`src/rtl/wdt_pkg.sv`:
```
package wdt_pkg;
   typedef enum logic {
      WDS_RUN  = 1'b0,
      WDS_TRIP = 1'b1
   } wd_state_e;

   function automatic int safe_width(input int n);
      return (n <= 2) ? 1 : $clog2(n);
   endfunction
endpackage

```
`src/rtl/wdt_kick_sync.sv`:
```
module wdt_kick_sync #(
   parameter int STAGES = 2
) (
   input  logic clk,
   input  logic rst_n,
   input  logic kick_i,
   output logic edge_o
);
   logic [STAGES-1:0] sync_q;
   logic              prev_q;

   always_ff @(posedge clk) begin
      if (!rst_n) begin
         sync_q <= '0;
         prev_q <= 1'b0;
      end else begin
         sync_q <= {sync_q[STAGES-2:0], kick_i};
         prev_q <= sync_q[STAGES-1];
      end
   end

   // Either polarity of transition counts as service.
   assign edge_o = sync_q[STAGES-1] ^ prev_q;
endmodule

```
`src/rtl/wdt_tick_gen.sv`:
```
module wdt_tick_gen #(
   parameter int CLKS_PER_TICK = 50000,
   parameter int PW            = 16
) (
   input  logic clk,
   input  logic rst_n,
   input  logic clr_i,
   output logic tick_o
);
   generate
      if (CLKS_PER_TICK == 1) begin : g_direct
         logic unused_direct;
         assign unused_direct = &{1'b0, clk, rst_n};
         assign tick_o        = !clr_i;
      end else begin : g_prescale
         localparam logic [PW-1:0] LAST = PW'(CLKS_PER_TICK - 1);
         logic [PW-1:0] pcnt_q;

         always_ff @(posedge clk) begin
            if (!rst_n || clr_i)   pcnt_q <= '0;
            else if (pcnt_q == LAST) pcnt_q <= '0;
            else                   pcnt_q <= pcnt_q + 1'b1;
         end

         assign tick_o = (pcnt_q == LAST);
      end
   endgenerate
endmodule

```
`src/rtl/wdt_tmo_count.sv`:
```
module wdt_tmo_count
   import wdt_pkg::*;
#(
   parameter int TIMEOUT_TICKS = 610,
   parameter int CW            = 10
) (
   input  logic          clk,
   input  logic          rst_n,
   input  logic          run_i,
   input  logic          kick_i,
   input  logic          tick_i,
   output logic [CW-1:0] cnt_o,
   output logic          trip_o
);
   localparam logic [CW-1:0] LAST = CW'(TIMEOUT_TICKS - 1);

   wd_state_e     st_q;
   logic [CW-1:0] cnt_q;

   always_ff @(posedge clk) begin
      if (!rst_n || !run_i) begin
         st_q  <= WDS_RUN;
         cnt_q <= '0;
      end else if (st_q == WDS_TRIP) begin
         st_q  <= WDS_TRIP;          // sticky until the supervisor resets
      end else if (kick_i) begin
         cnt_q <= '0;
      end else if (tick_i) begin
         if (cnt_q == LAST) st_q  <= WDS_TRIP;
         else               cnt_q <= cnt_q + 1'b1;
      end
   end

   assign cnt_o  = cnt_q;
   assign trip_o = (st_q == WDS_TRIP);
endmodule

```
`src/rtl/latching_watchdog.sv`:
```
module latching_watchdog
   import wdt_pkg::*;
#(
   parameter int CLKS_PER_TICK = 50000,
   parameter int TIMEOUT_TICKS = 610,
   parameter int SYNC_STAGES   = 2
) (
   input  logic clk,
   input  logic rst_n,
   input  logic sup_rst_n,
   input  logic kick,
   output logic wd_n
);
   localparam int PW = safe_width(CLKS_PER_TICK);
   localparam int CW = safe_width(TIMEOUT_TICKS + 1);

   generate
      if (CLKS_PER_TICK < 1)  begin : g_bad_tick  $error("CLKS_PER_TICK must be >= 1"); end
      if (TIMEOUT_TICKS < 1)  begin : g_bad_tmo   $error("TIMEOUT_TICKS must be >= 1"); end
      if (SYNC_STAGES < 2)    begin : g_bad_sync  $error("SYNC_STAGES must be >= 2");   end
   endgenerate

   logic          kick_edge;
   logic          tick;
   logic          trip;
   logic [CW-1:0] tick_cnt;

   wdt_kick_sync #(.STAGES(SYNC_STAGES)) u_sync (
      .clk    (clk),
      .rst_n  (rst_n),
      .kick_i (kick),
      .edge_o (kick_edge)
   );

   wdt_tick_gen #(.CLKS_PER_TICK(CLKS_PER_TICK), .PW(PW)) u_tick (
      .clk    (clk),
      .rst_n  (rst_n),
      .clr_i  (!sup_rst_n || kick_edge),
      .tick_o (tick)
   );

   wdt_tmo_count #(.TIMEOUT_TICKS(TIMEOUT_TICKS), .CW(CW)) u_cnt (
      .clk    (clk),
      .rst_n  (rst_n),
      .run_i  (sup_rst_n),
      .kick_i (kick_edge),
      .tick_i (tick),
      .cnt_o  (tick_cnt),
      .trip_o (trip)
   );

   assign wd_n = !trip;
endmodule

```
`config.mk`:
```
export PLATFORM = sky130hd
export DESIGN_NAME = latching_watchdog
export DESIGN_NICKNAME = d
export VERILOG_FILES = /design/src/rtl/wdt_pkg.sv /design/src/rtl/wdt_kick_sync.sv /design/src/rtl/wdt_tick_gen.sv /design/src/rtl/wdt_tmo_count.sv /design/src/rtl/latching_watchdog.sv
export SDC_FILE = /design/constraint.sdc
export NUM_CORES = 1
export LEC_CHECK = 0
export BUFFER_PORTS_ARGS = -buffer_cell sky130_fd_sc_hd__buf_2
export CAP_MARGIN = 20
export CORE_ASPECT_RATIO = 1.25
export CORE_UTILIZATION = 30
export DETAILED_ROUTE_END_ITERATION = 10
export GPL_TIMING_DRIVEN = 0
export PLACE_DENSITY = 0.4
export SYNTH_ARGS = -nofsm -noshare
export SYNTH_HDL_FRONTEND = slang
export SYNTH_SLANG_ARGS = --single-unit
```
`constraint.sdc`:
```
create_clock -name clk -period 4.2 [get_ports clk]
set_input_delay 0.42 -clock clk [delete_from_list [all_inputs] [get_ports clk]]
set_output_delay 0.42 -clock clk [all_outputs]
set_load 0.01 [all_outputs]
```
# Yosys cells after proc, flatten, opt, wreduce, memory -nomap -nowiden
# Index checks and enable logic that the tools add are counted.
# classes
n_addsub	2
n_eq_ne	3
mux	7
bitwise	2
reduce_logical	9
# ops
operator	n
$mux W10	3
$add A16 B1 Y16 const B	1
$eq A16 B16 Y1 const B	1
$add A10 B1 Y10 const B	1
$eq A10 B10 Y1 const B	1
$mux W1	4
$logic_not A1 Y1	3
$logic_or A1 B1 Y1	3
$reduce_and A3 Y1	1
$ne A2 B2 Y1 const B	1
$reduce_bool A2 Y1	1
$reduce_or A2 Y1	1
$not A1 Y1	1
$xor A1 B1 Y1	1
# totals
regBits	30
input_bits	4
output_inout_bits	1
elab_cells	28

# Longest topological paths before layout
# Gate-level depths: netlist of the first run.
# depth
depth_word	5
ltp_mapped	8
depth_no_buf	7

# Cells and area by module
# A second synthesis of the first run with hierarchy kept.
# hier_totals
cells_unflattened	156
area_unflattened_um2	1560.2
# modules_own_cells
mod	instances	cells_each	area_per_inst_um2	seq_area_each_um2
wdt_tick_gen	1	80	799.5	320.3
wdt_tmo_count	1	67	661.9	220.2
wdt_kick_sync	1	7	88.8	60.1
latching_watchdog	1	2	10.0	0.0

# Worst setup path before layout of the first run
# No wires, ideal clock.
# synth_path
path_type	reg-to-reg
start	register u_tick.g_prescale.pcnt_q[0]
end	register u_tick.g_prescale.pcnt_q[3]
setup_ns	0.062
t_arrival_ns	1.618
required_time_ns	4.138
setup_slack_ns	2.520
stages_incl_launch_ff	9
n_path_buf	3
period_less_slack_ns	1.680
path_cell_list	dfxtp_1 > ha_1 > and3_1 > and4_1 > buf_6 > or2_1 > buf_6 > buf_12 > nor2_2
# synth_between
elab_chain_cells	2
elab_cells_between_ends	3
classes_between	1 x add/sub; 1 x eq/ne; 1 x reduce/logical
# synth_rtl
item	line	rtl
start: declaration	wdt_tick_gen.sv:17	logic [PW-1:0] pcnt_q;
start signal: assignment	wdt_tick_gen.sv:22	else pcnt_q <= pcnt_q + 1'b1;
branches (longest 2 deep; another with $add A16 B1 Y16)	-	
# Several ways; the timed one is not identified.
# A chain may end at the register's enable or synchronous reset.

# Worst setup path after layout of the first run
# layout_path
start	register u_cnt.cnt_q[0], in the netlist u_cnt.cnt_o[0]
end	register u_cnt.cnt_q[8], in the netlist u_cnt.cnt_o[8]
# layout_between
elab_chain_cells	4
elab_cells_between_ends	7
classes_between	1 x add/sub; 2 x eq/ne; 3 x mux; 1 x reduce/logical
# layout_rtl
item	line	rtl
start: declaration	wdt_tmo_count.sv:18	logic [CW-1:0] cnt_q;
start signal: assignment	wdt_tmo_count.sv:30	else cnt_q <= cnt_q + 1'b1;
$add A10 B1 Y10	wdt_tmo_count.sv:30	
$mux W10	wdt_tmo_count.sv:29	if (cnt_q == LAST) st_q <= WDS_TRIP;
$mux W10	wdt_tmo_count.sv:28	end else if (tick_i) begin
$mux W10	wdt_tmo_count.sv:26	end else if (kick_i) begin
# Several ways; a longest one is shown, not always the timed one. The select of a mux whose other input is x is not followed.

==> results of run 1 <==
## cell usage after synthesis, types with 5 or more instances
| cell type | count |
|---|---|
| and3_1 | 8 |
| nor2_1 | 10 |
| o21ai_0 | 11 |
| nand3_1 | 14 |
| xor2_1 | 9 |
| and2_1 | 8 |
| nor3_1 | 5 |
| o31ai_1 | 5 |
| dfxtp_1 | 30 |
| a21oi_1 | 5 |
| xnor2_1 | 7 |
| nor2_2 | 9 |
| nand2_1 | 8 |
## stage by stage
| step | setup WS [ps] | power, mW | util, % | hold slack (ps) |
|---|---|---|---|---|
| global placement | 2302 | 0.3166 | 34.11 | 421.6 |
| finish | 2298 | 0.5495 | 36.12 | 346.8 |
| CTS | 2316 | 0.5628 | 36.12 | 337.3 |
| detailed placement | 2331 | 0.3170 | 34.11 | 437.7 |
| global route | 2084 | 0.5831 | 36.12 | 345.1 |
| floorplan | 2520 | 0.3110 | - | 411.8 |
## per-layer routing
layer / up-vias / GRT usage [%]
met3: 8 / 4.429
li1: 593 / -
met2: 11 / 24.15
met5: - / 0
met1: 528 / 14.68
met4: 0 / 7.333
## where the power goes
group | internal (mW) | switching (mW) | leakage (nW) | total (mW)
logic | 0.00941 | 0.0129 | 0.288 | 0.0223
clock network | 0.132 | 0.107 | 0.0482 | 0.239
registers | 0.287 | 0.00138 | 0.242 | 0.288
## worst reg2reg max path, stage by stage (launching register included)
cell      delay (ps)
dfxtp_1          430
ha_1             200
nor4bb_1         310
a41oi_1          260
nor2_1           360
o21ai_0          170
o31ai_1           90
## path summary, 6_finish.rpt
| check | start | endpoint | slack (ps) | depth (start not counted) |
|---|---|---|---|---|
| max | u_cnt.cnt_o[0] | u_cnt.cnt_o[8] | 2300 | 6 |
| min | kick | u_sync.sync_q[0] | 350 | 2 |
| max reg2reg | u_cnt.cnt_o[0] | u_cnt.cnt_o[8] | 2300 | 6 |
| min reg2reg | u_sync.sync_q[0] | u_sync.sync_q[1] | 450 | 1 |
## cell families after synthesis
family / count (synthesis) / synth area share, %
buffers and inverters: 8 / 4.741
adder cells (fa/ha/maj): 3 / 2.586
AND/OR/NAND/NOR: 75 / 29.05
XOR/XNOR: 16 / 9.656
flip-flops: 30 / 41.38
AO/OA/AOI/OAI: 29 / 12.59
## registers in the layout (all words and copies together), names as in the netlist
register	count
u_sync.sync_q	2
u_sync.prev_q	1
u_tick.g_prescale.pcnt_q	16
u_cnt.cnt_o	10
u_cnt.trip_o	1
## final cells by class
cell class	instances	area [um2]	area share [%]
Inverter	3	11.26	0.6886
Multi-Input combinational cell	123	782.0	47.82
Clock buffer	7	86.33	5.279
Tap cell	58	72.57	4.438
Timing Repair Buffer	4	20.02	1.224
Clock inverter	1	5.005	0.3060
Sequential cell	30	600.6	36.73
Buffer	5	57.56	3.520
==> key figures, run 1 <==
Run status
  – Status: completed

Power
  – PwrDens: 336.0 nW/um2
  – Worst vdd rail ir drop: 199.8 uV
  – Lkg Pwr: 0.5784 nW

Logic synthesis
  – Synthesized cell area: 1451 um2
  – Cell variety after synth: 33
  – Yosys warns: 0
  – Post-synthesis sequential area ratio: 41.38%
  – Fraction of registers with async set/reset: 0%
  – Synthesized area per cell: 9.015 um2
  – Synth area leaders: dfxtp_1 (41%), xor2_1 (5.4%), nand3_1 (4.8%), xnor2_1 (4.2%), nor2_2 (3.9%)
  – Net Count, Synth: 168
  – Most used DFF post-synth: dfxtp_1
  – EDFF count, synth: 0
  – Flops & latches, synth: 30
  – Top-area cell type share of the netlist area: 41.38%
  – Post-synth top area cell: dfxtp_1
  – Post-Syn Instances: 161

Detailed routing
  – Drt wl/cell: 12.94 um
  – Met2 WL: 1.518 mm
  – Max Used Layer: met4
  – # DRC: 0
  – 1st-pass router iterations: 4
  – Final WL: 2.988 mm
  – Antenna viol nets, final: 0
  – WL met1: 1.285 mm
  – Vias: 1,140
  – Vias per cell: 4.935
  – Metal3 WL: 88 um
  – DRT iter0 DRCs: 50

STA
  – Pins Over Slew Limit: 0
  – Setup TNS: 0 ps
  – RSZ-0062 raised after global routing: no
  – Tcrit/Tclk final: 45.29%
  – Final Skew: 7.057 ps
  – Clock period minus worst slack: 1902 ps
  – Worst Tran Pin Value: 593.1 ps
  – Rel. slew slack: 60.15%
  – Hold violation count in the final report: 0
  – # setup viols final: 0
  – FMAX: 0.5258 GHz

Clocking
  – Worst-case clock buffer depth: 2
  – Clk sinks: 30
  – Num CTS Buffers: 5
  – Post-cts hold buffer count: 0
  – Post-CTS sizing: 0
  – Clock root cell: clkbuf_8
  – Clock transition at path regs: 70 ps
  – H-tree levels: 2
  – CTS tree: done
  – Clk Latency, worst-skew pair: 280 ps
  – Post-CTS setup buffer count: 0

Die
  – I/O pin count: 5
  – Rows: 27
  – Total core area: 4527 um2
  – Die ar.: 5122 um2
  – Die Y-Extent: 79.77 um
  – Effective utilization at floorplan: 32.06%
  – Die Width: 64.21 um

Critical path
  – Critical path buffers and inverters: 0
  – Critical Path Sink Type: register
  – CP arrival: 2100 ps
  – Critical path required time: 4390 ps
  – Delay-heaviest family, CP: simple AND/OR/NAND/NOR gates
  – CP peak stage delay: 430 ps
  – CP max-delay cell: dfxtp_1
  – Worst path cell trace: ha_1 -> nor4bb_1 -> a41oi_1 -> nor2_1 -> o21ai_0 -> o31ai_1
  – CP Max Fanout: 7
  – CP Launch Type: register
  – Crit path kind: reg2reg

Place
  – Cells after DPL: 223
  – GPL Wtd Cong: 0.7640
  – IO buf count: 4
  – DPL Wire Length: 2.198 mm
  – Placed cell area: 1544 um2

Layout
  – Ant diodes: 0
  – Final std cells w/o fill: 231
  – Most frequent cells in the layout: dfxtp_1 (30), nand3_1 (14), o21ai_0 (11), nor2_1 (10)
  – Share of layout cells above drive strength 1: 14.45%
  – Final net count: 179
  – Fillcell total: 502
  – Area Overhead vs Synth: 12.67%
  – Final instance area: 1635 um2
  – Leading cell type in the layout, fill and taps excluded: dfxtp_1

Job
  – MaxCap Viol Count: 0

Global routing
  – GRT overflow: 0
  – Largest net degree at the start of global routing: 11
  – GRT Total Usage: 13.82%
  – Initial antenna violation count: 0
  – Global-route wire length before repair: 5.313 mm
  – Vias in the first global route: 1,171

Min path
  – HP Class: in2reg
No activity file was read; power rests on OpenSTA's default activity.
==> inputs of run 2 (changes only) <==
ABC_AREA = 1   (was unset)
PLACE_DENSITY = 0.42   (was 0.4)
clock period = 1.62 ns   (was 4.2 ns; I/O delays follow)
==> key figures, run 2 <==
Run status
  – Status: completed

Layout
  – Finished Core Util: 36.56%
  – Leading cell type in the layout, fill and taps excluded: nand2_1
  – Area Overhead vs Synth: 16.89%
  – Ant diodes: 0
  – Fillcell total: 591
  – Share of layout cells above drive strength 1: 19.60%
  – Final net count: 256
  – Top reg by flops: u_tick.g_prescale.pcnt_q
  – Max reg flops: 16
  – Final std cells w/o fill: 312
  – Most frequent cells in the layout: nand2_1 (58), nor2_1 (32), dfxtp_1 (28), inv_1 (27), nand3_1 (17)

Clocking
  – Num CTS Buffers: 5
  – Clk Latency, worst-skew pair: 280 ps
  – H-tree levels: 2
  – Clock root cell: clkbuf_8
  – Clk sinks: 30
  – Worst-case clock buffer depth: 2
  – CTS tree: done
  – Post-cts hold buffer count: 0
  – Clock transition at path regs: 60 ps

Global routing
  – Vias in the first global route: 1,349
  – GRT overflow: 0
  – Initial antenna violation count: 0
  – GRT Total Usage: 14.45%
  – Largest net degree at the start of global routing: 11
  – Global-route wire length before repair: 6.023 mm

Detailed routing
  – Final WL: 3.510 mm
  – Antenna viol nets, final: 0
  – DRT iter0 DRCs: 29
  – Vias: 1,398
  – Vias per cell: 4.481
  – 1st-pass router iterations: 3
  – Drt wl/cell: 11.25 um
  – # DRC: 0

Power
  – Tot Pwr: 1.530 mW
  – Cell Int Power: 1.195 mW
  – Switching Share: 21.86%
  – Worst vdd rail ir drop: 412.4 uV
  – Clock power frac: 46.5%
  – PwrDens: 817.8 nW/um2
  – Lkg Pwr: 0.6627 nW
  – P_sw: 0.3344 mW
  – Combinational Power Share: 4.7%
  – Flop pwr share: 48.8%

STA
  – RSZ-0062 raised after global routing: no
  – Worst Tran Pin Value: 395.7 ps
  – Pins Over Slew Limit: 0
  – Hold violation count in the final report: 0
  – # setup viols final: 0
  – Rel. slew slack: 73.56%
  – Final Skew: 5.084 ps
  – Tcrit/Tclk final: 92.80%
  – FMAX: 0.6652 GHz
  – Clock period minus worst slack: 1503 ps
  – Setup TNS: 0 ps

Die
  – I/O pin count: 5
  – Die ar.: 5632 um2
  – Total core area: 5116 um2
  – Die Y-Extent: 83.66 um
  – Effective utilization at floorplan: 31.28%
  – Die Width: 67.33 um
  – Rows: 29

Critical path
  – CP Max Fanout: 5
  – Critical Path Sink Type: register
  – R2r endpoint: u_cnt.cnt_o[5]
  – Crit path kind: reg2reg
  – CP Launch Type: register
  – Capture point of the worst path: u_cnt.cnt_o[5]
  – FF-to-FF Start: u_tick.g_prescale.pcnt_q[1]
  – Reg2Reg Setup Slack: 120 ps
  – Setup crit start: u_tick.g_prescale.pcnt_q[1]
  – Critical path required time: 1800 ps
  – Worst r2r path cells: 10
  – CP arrival: 1680 ps

Place
  – DPL Wire Length: 2.563 mm
  – IO buf count: 4
  – Cells after DPL: 301
  – GPL Wtd Cong: 0.7857

Logic synthesis
  – Top-area cell type share of the netlist area: 37.53%
  – Synthesized area per cell: 6.810 um2
  – Commonest cells post-synth: nand2_1 (60), nor2_1 (32), dfxtp_1 (30), inv_1 (27), nand3_1 (17)
  – EDFF count, synth: 0
  – Synthesized cell area: 1600 um2
  – Post-synth top area cell: dfxtp_1
  – Fraction of registers with async set/reset: 0%
  – Yosys warns: 0
  – Net Count, Synth: 242
  – Post-Syn Instances: 235
  – Top-count cell post-synth: nand2_1
  – Post-synthesis sequential area ratio: 37.53%
  – Most used DFF post-synth: dfxtp_1
  – Synth area leaders: dfxtp_1 (38%), nand2_1 (14%), nor2_1 (7.5%), inv_1 (6.3%), nand3_1 (5.3%)
  – Flops & latches, synth: 30
  – Cell variety after synth: 27

Min path
  – Hold depth: 3
  – Worst Hold Launch: kick
  – HP Class: in2reg

Job
  – MaxCap Viol Count: 0
==> run 2: cell types whose count changed after synthesis, sizes merged, moves of 5 or more <==
cell,change
nor2,+21
and2,-8
a21oi,+12
and3,-8
o31ai,-5
xnor2,-7
nand2,+59
inv,+29
==> run 2: worst min-delay path by stage <==
| stage | end | slack [ps] |
|---|---|---|
| 2_1_floorplan | u_sync.sync_q[0] | 260 |
| 3_3_place_gp | u_sync.sync_q[0] | 350 |
| 3_5_place_dp | u_sync.sync_q[0] | 350 |
| 4_1_cts | u_sync.sync_q[0] | 50 |
| 5_1_grt | u_sync.sync_q[0] | 100 |
| 6_report | u_sync.sync_q[0] | 60 |
==> run 2: layout make-up <==
class / instances / area, um2 / area share, %
plain buffers: 1 / 11.26 / 0.6020
multi-input cells: 171 / 899.6 / 48.09
repair buffers: 6 / 38.79 / 2.074
inverters: 34 / 127.6 / 6.823
well taps: 62 / 77.57 / 4.147
clock buffers: 8 / 110.1 / 5.886
flip-flops and latches: 30 / 605.6 / 32.37
==> run 2: per-layer routing <==
layer / up-vias / track usage (%) / wire [um]
li1: 763 / - / -
met1: 620 / 15.83 / 1627
met2: 9 / 24.82 / 1739
met3: 6 / 4.235 / 79
met4: 0 / 6.383 / 63
met5: - / 0 / 0
==> run 2: critical path: stages (launching register included) <==
cell and delay, ps:
dfxtp_2 360, ha_4 150, nand2_4 60, nor2_4 130, nand2_2 90, o21ai_4 260
nand2_4 120, nand2_2 100, nand2_2 50, nand2_1 50, inv_1 30
==> run 2: power groups by stage <==
stage / Combinational (mW) / Sequential, mW / Clock [mW]
2_1_floorplan: 0.0441 / 0.762 / 0
3_3_place_gp: 0.0646 / 0.762 / 0
3_5_place_dp: 0.0645 / 0.762 / 0
4_1_cts: 0.0671 / 0.746 / 0.742
5_1_grt: 0.0819 / 0.747 / 0.783
6_report: 0.0725 / 0.747 / 0.711
==> run 2: what timing repair did <==
item                       4_1_cts  5_1_grt
hold endpoints to repair         0        0
setup endpoints to repair        1       22
pin swaps                        1        4
gates resized for setup          0       11
gates cloned                     0        1
buffers inserted                 1        1
==> run 2: stage by stage <==
stage	hold WS (ps)	cell area, um2	setup slack [ps]
after floorplan	255.5	1600	243.8
after global placement	351.0	1698	-14.44
after detailed placement	350.7	1698	-11.86
after CTS	53.43	1815	56.96
after global routing	101.1	1871	7.012
final	62.69	1871	116.6
==> run 2: cell families after synthesis <==
family | Yosys count | share of synthesized area (%)
AND/OR/NAND/NOR | 135 | 38.16
AO/OA/AOI/OAI | 26 | 10.01
adder cells (fa/ha/maj) | 3 | 2.346
flip-flops | 30 | 37.53
XOR/XNOR | 6 | 3.284
buffers and inverters | 35 | 8.679
==> inputs of run 3 (changes only) <==
REMOVE_ABC_BUFFERS = 1   (was unset)
SETUP_SLACK_MARGIN = 0.3   (was unset)
==> key figures, run 3 (synthesis results as in run 2) <==
Global routing
  – Met1 GRT Util: 16.35%
  – Global Route met3 Usage: 4.098%
  – GRT Total Usage: 14.93%
  – Initial antenna violation count: 0
  – M2 GR Usage: 24.82%
  – Busiest grt layer: met2
  – GRT overflow: 0
  – Largest net degree at the start of global routing: 11
  – Global-route wire length before repair: 6.203 mm
  – Vias in the first global route: 1,412

STA
  – Pins Over Slew Limit: 0
  – PnR worst setup slack: 182.9 ps
  – RSZ-0062 raised after global routing: yes
  – FMAX: 0.6958 GHz
  – Setup TNS: 0 ps
  – Clock period minus worst slack: 1437 ps
  – Tcrit/Tclk final: 88.71%
  – WHS: 74.68 ps
  – Worst Tran Pin Value: 403.2 ps
  – Rel. slew slack: 73.05%
  – # setup viols final: 0
  – Final Skew: 8.053 ps
  – Hold violation count in the final report: 0

Place
  – GPL Wtd Cong: 0.7168
  – Cells after DPL: 300
  – Placed cell area: 1687 um2
  – DPL Wire Length: 2.401 mm
  – IO buf count: 4
  – Pre-CTS setup slack: 3.248 ps

Detailed routing
  – Antenna viol nets, final: 0
  – # DRC: 0
  – Vias: 1,431
  – Final WL: 3.545 mm
  – Vias per cell: 4.514
  – 1st-pass router iterations: 4
  – DRT iter0 DRCs: 41
  – Drt wl/cell: 11.18 um

Layout
  – Finished Core Util: 38.49%
  – Top reg by flops: u_tick.g_prescale.pcnt_q
  – Area Overhead vs Synth: 23.06%
  – Most frequent cells in the layout: nand2_1 (56), inv_1 (27), nor2_1 (27), dfxtp_1 (24), nand3_1 (15)
  – Share of layout cells above drive strength 1: 26.27%
  – Final std cells w/o fill: 317
  – Fillcell total: 559
  – Leading cell type in the layout, fill and taps excluded: nand2_1
  – Final net count: 262
  – Multi-input logic area: 993.5 um2
  – Seq. cell area: 608.1 um2
  – Max reg flops: 16
  – Final instance area: 1969 um2
  – Ant diodes: 0

Critical path
  – CP arrival: 1620 ps
  – CP Max Fanout: 5
  – Worst path cell trace: ha_4 -> nand2_4 -> nor2_4 -> nand2_4 -> o21ai_4 -> nand2_4 -> nand2_4 -> nand2_2 -> nand2_1 -> inv_1
  – CP peak stage delay: 350 ps
  – Most used cell along the critical path: nand2_4
  – Critical Path Sink Type: register
  – CP max-delay cell: dfxtp_2
  – CP Launch Type: register
  – Critical path required time: 1800 ps
  – Crit path kind: reg2reg
  – Worst r2r path cells: 10

Min path
  – HP Class: in2reg
  – Hold depth: 3

Clocking
  – H-tree levels: 2
  – Clk sinks: 30
  – CTS tree: done
  – Clk Latency, worst-skew pair: 280 ps
  – Clock root cell: clkbuf_8
  – Clock transition at path regs: 60 ps
  – Num CTS Buffers: 5
  – Worst-case clock buffer depth: 2

Die
  – Rows: 29
  – Die Y-Extent: 83.66 um
  – I/O pin count: 5
  – Die ar.: 5632 um2
  – Total core area: 5116 um2
  – Die Width: 67.33 um
  – Effective utilization at floorplan: 31.28%

Run status
  – Status: completed

Power
  – Tot Pwr: 1.403 mW
  – Worst vdd rail ir drop: 305.7 uV
  – PwrDens: 712.3 nW/um2
  – Lkg Pwr: 0.7008 nW

Job
  – MaxCap Viol Count: 0
[run 3: cell types whose count changed in the layout (fill, tap and decap cells not counted), moves of 3 or more]
cell	before	now
buf_4	1	7
nor2_4	4	10
dfxtp_2	1	6
nor2_1	32	27
dfxtp_1	28	24
nand2_4	2	6
clkbuf_8	8	5
[run 3: what timing repair did]
| action | CTS | global route |
|---|---|---|
| buffers inserted | 7 | 1 |
| hold buffers | 0 | 0 |
| pin swaps | 14 | 13 |
| gates cloned | 2 | 0 |
| resized for setup | 23 | 15 |
| setup endpoints to repair | 26 | 27 |
[run 3: final timing paths]
path                                from               end  slack (ps)
max reg2reg  u_tick.g_prescale.pcnt_q[0]    u_cnt.cnt_o[5]         180
max          u_tick.g_prescale.pcnt_q[0]    u_cnt.cnt_o[5]         180
min                                 kick  u_sync.sync_q[0]          70
min reg2reg             u_sync.sync_q[0]  u_sync.sync_q[1]         420
[run 3: layout make-up]
cell class                 count  area share (%)
clock buffer                   7           3.875
inverter                      34           6.607
multi-input combinational    172           50.44
sequential                    30           30.88
tap                           62           3.939
timing repair buffer          12           4.257
[run 3: critical path, delay by kind of cell, from the launching register on]
family	cells	cell delay [ps]
DFF	1	350
buffers and inverters	1	30
and+or+nand+nor	7	580
adders and majority gates	1	150
AOI/OAI and AO/OA	1	250
[run 3: power by group]
part / switching [mW] / internal, mW
Clock: 0.281 / 0.295
Combinational: 0.0553 / 0.0241
Sequential: 0.00354 / 0.743
[run 3: layer usage]
layer  share of wire [%]  vias up  routed length, um
met2                  50       10               1762
met5                   0        -                  0
met3                 2.1        8                 76
li1                    -      774                  -
met1                  45      639               1597
met4                 3.0        0                108
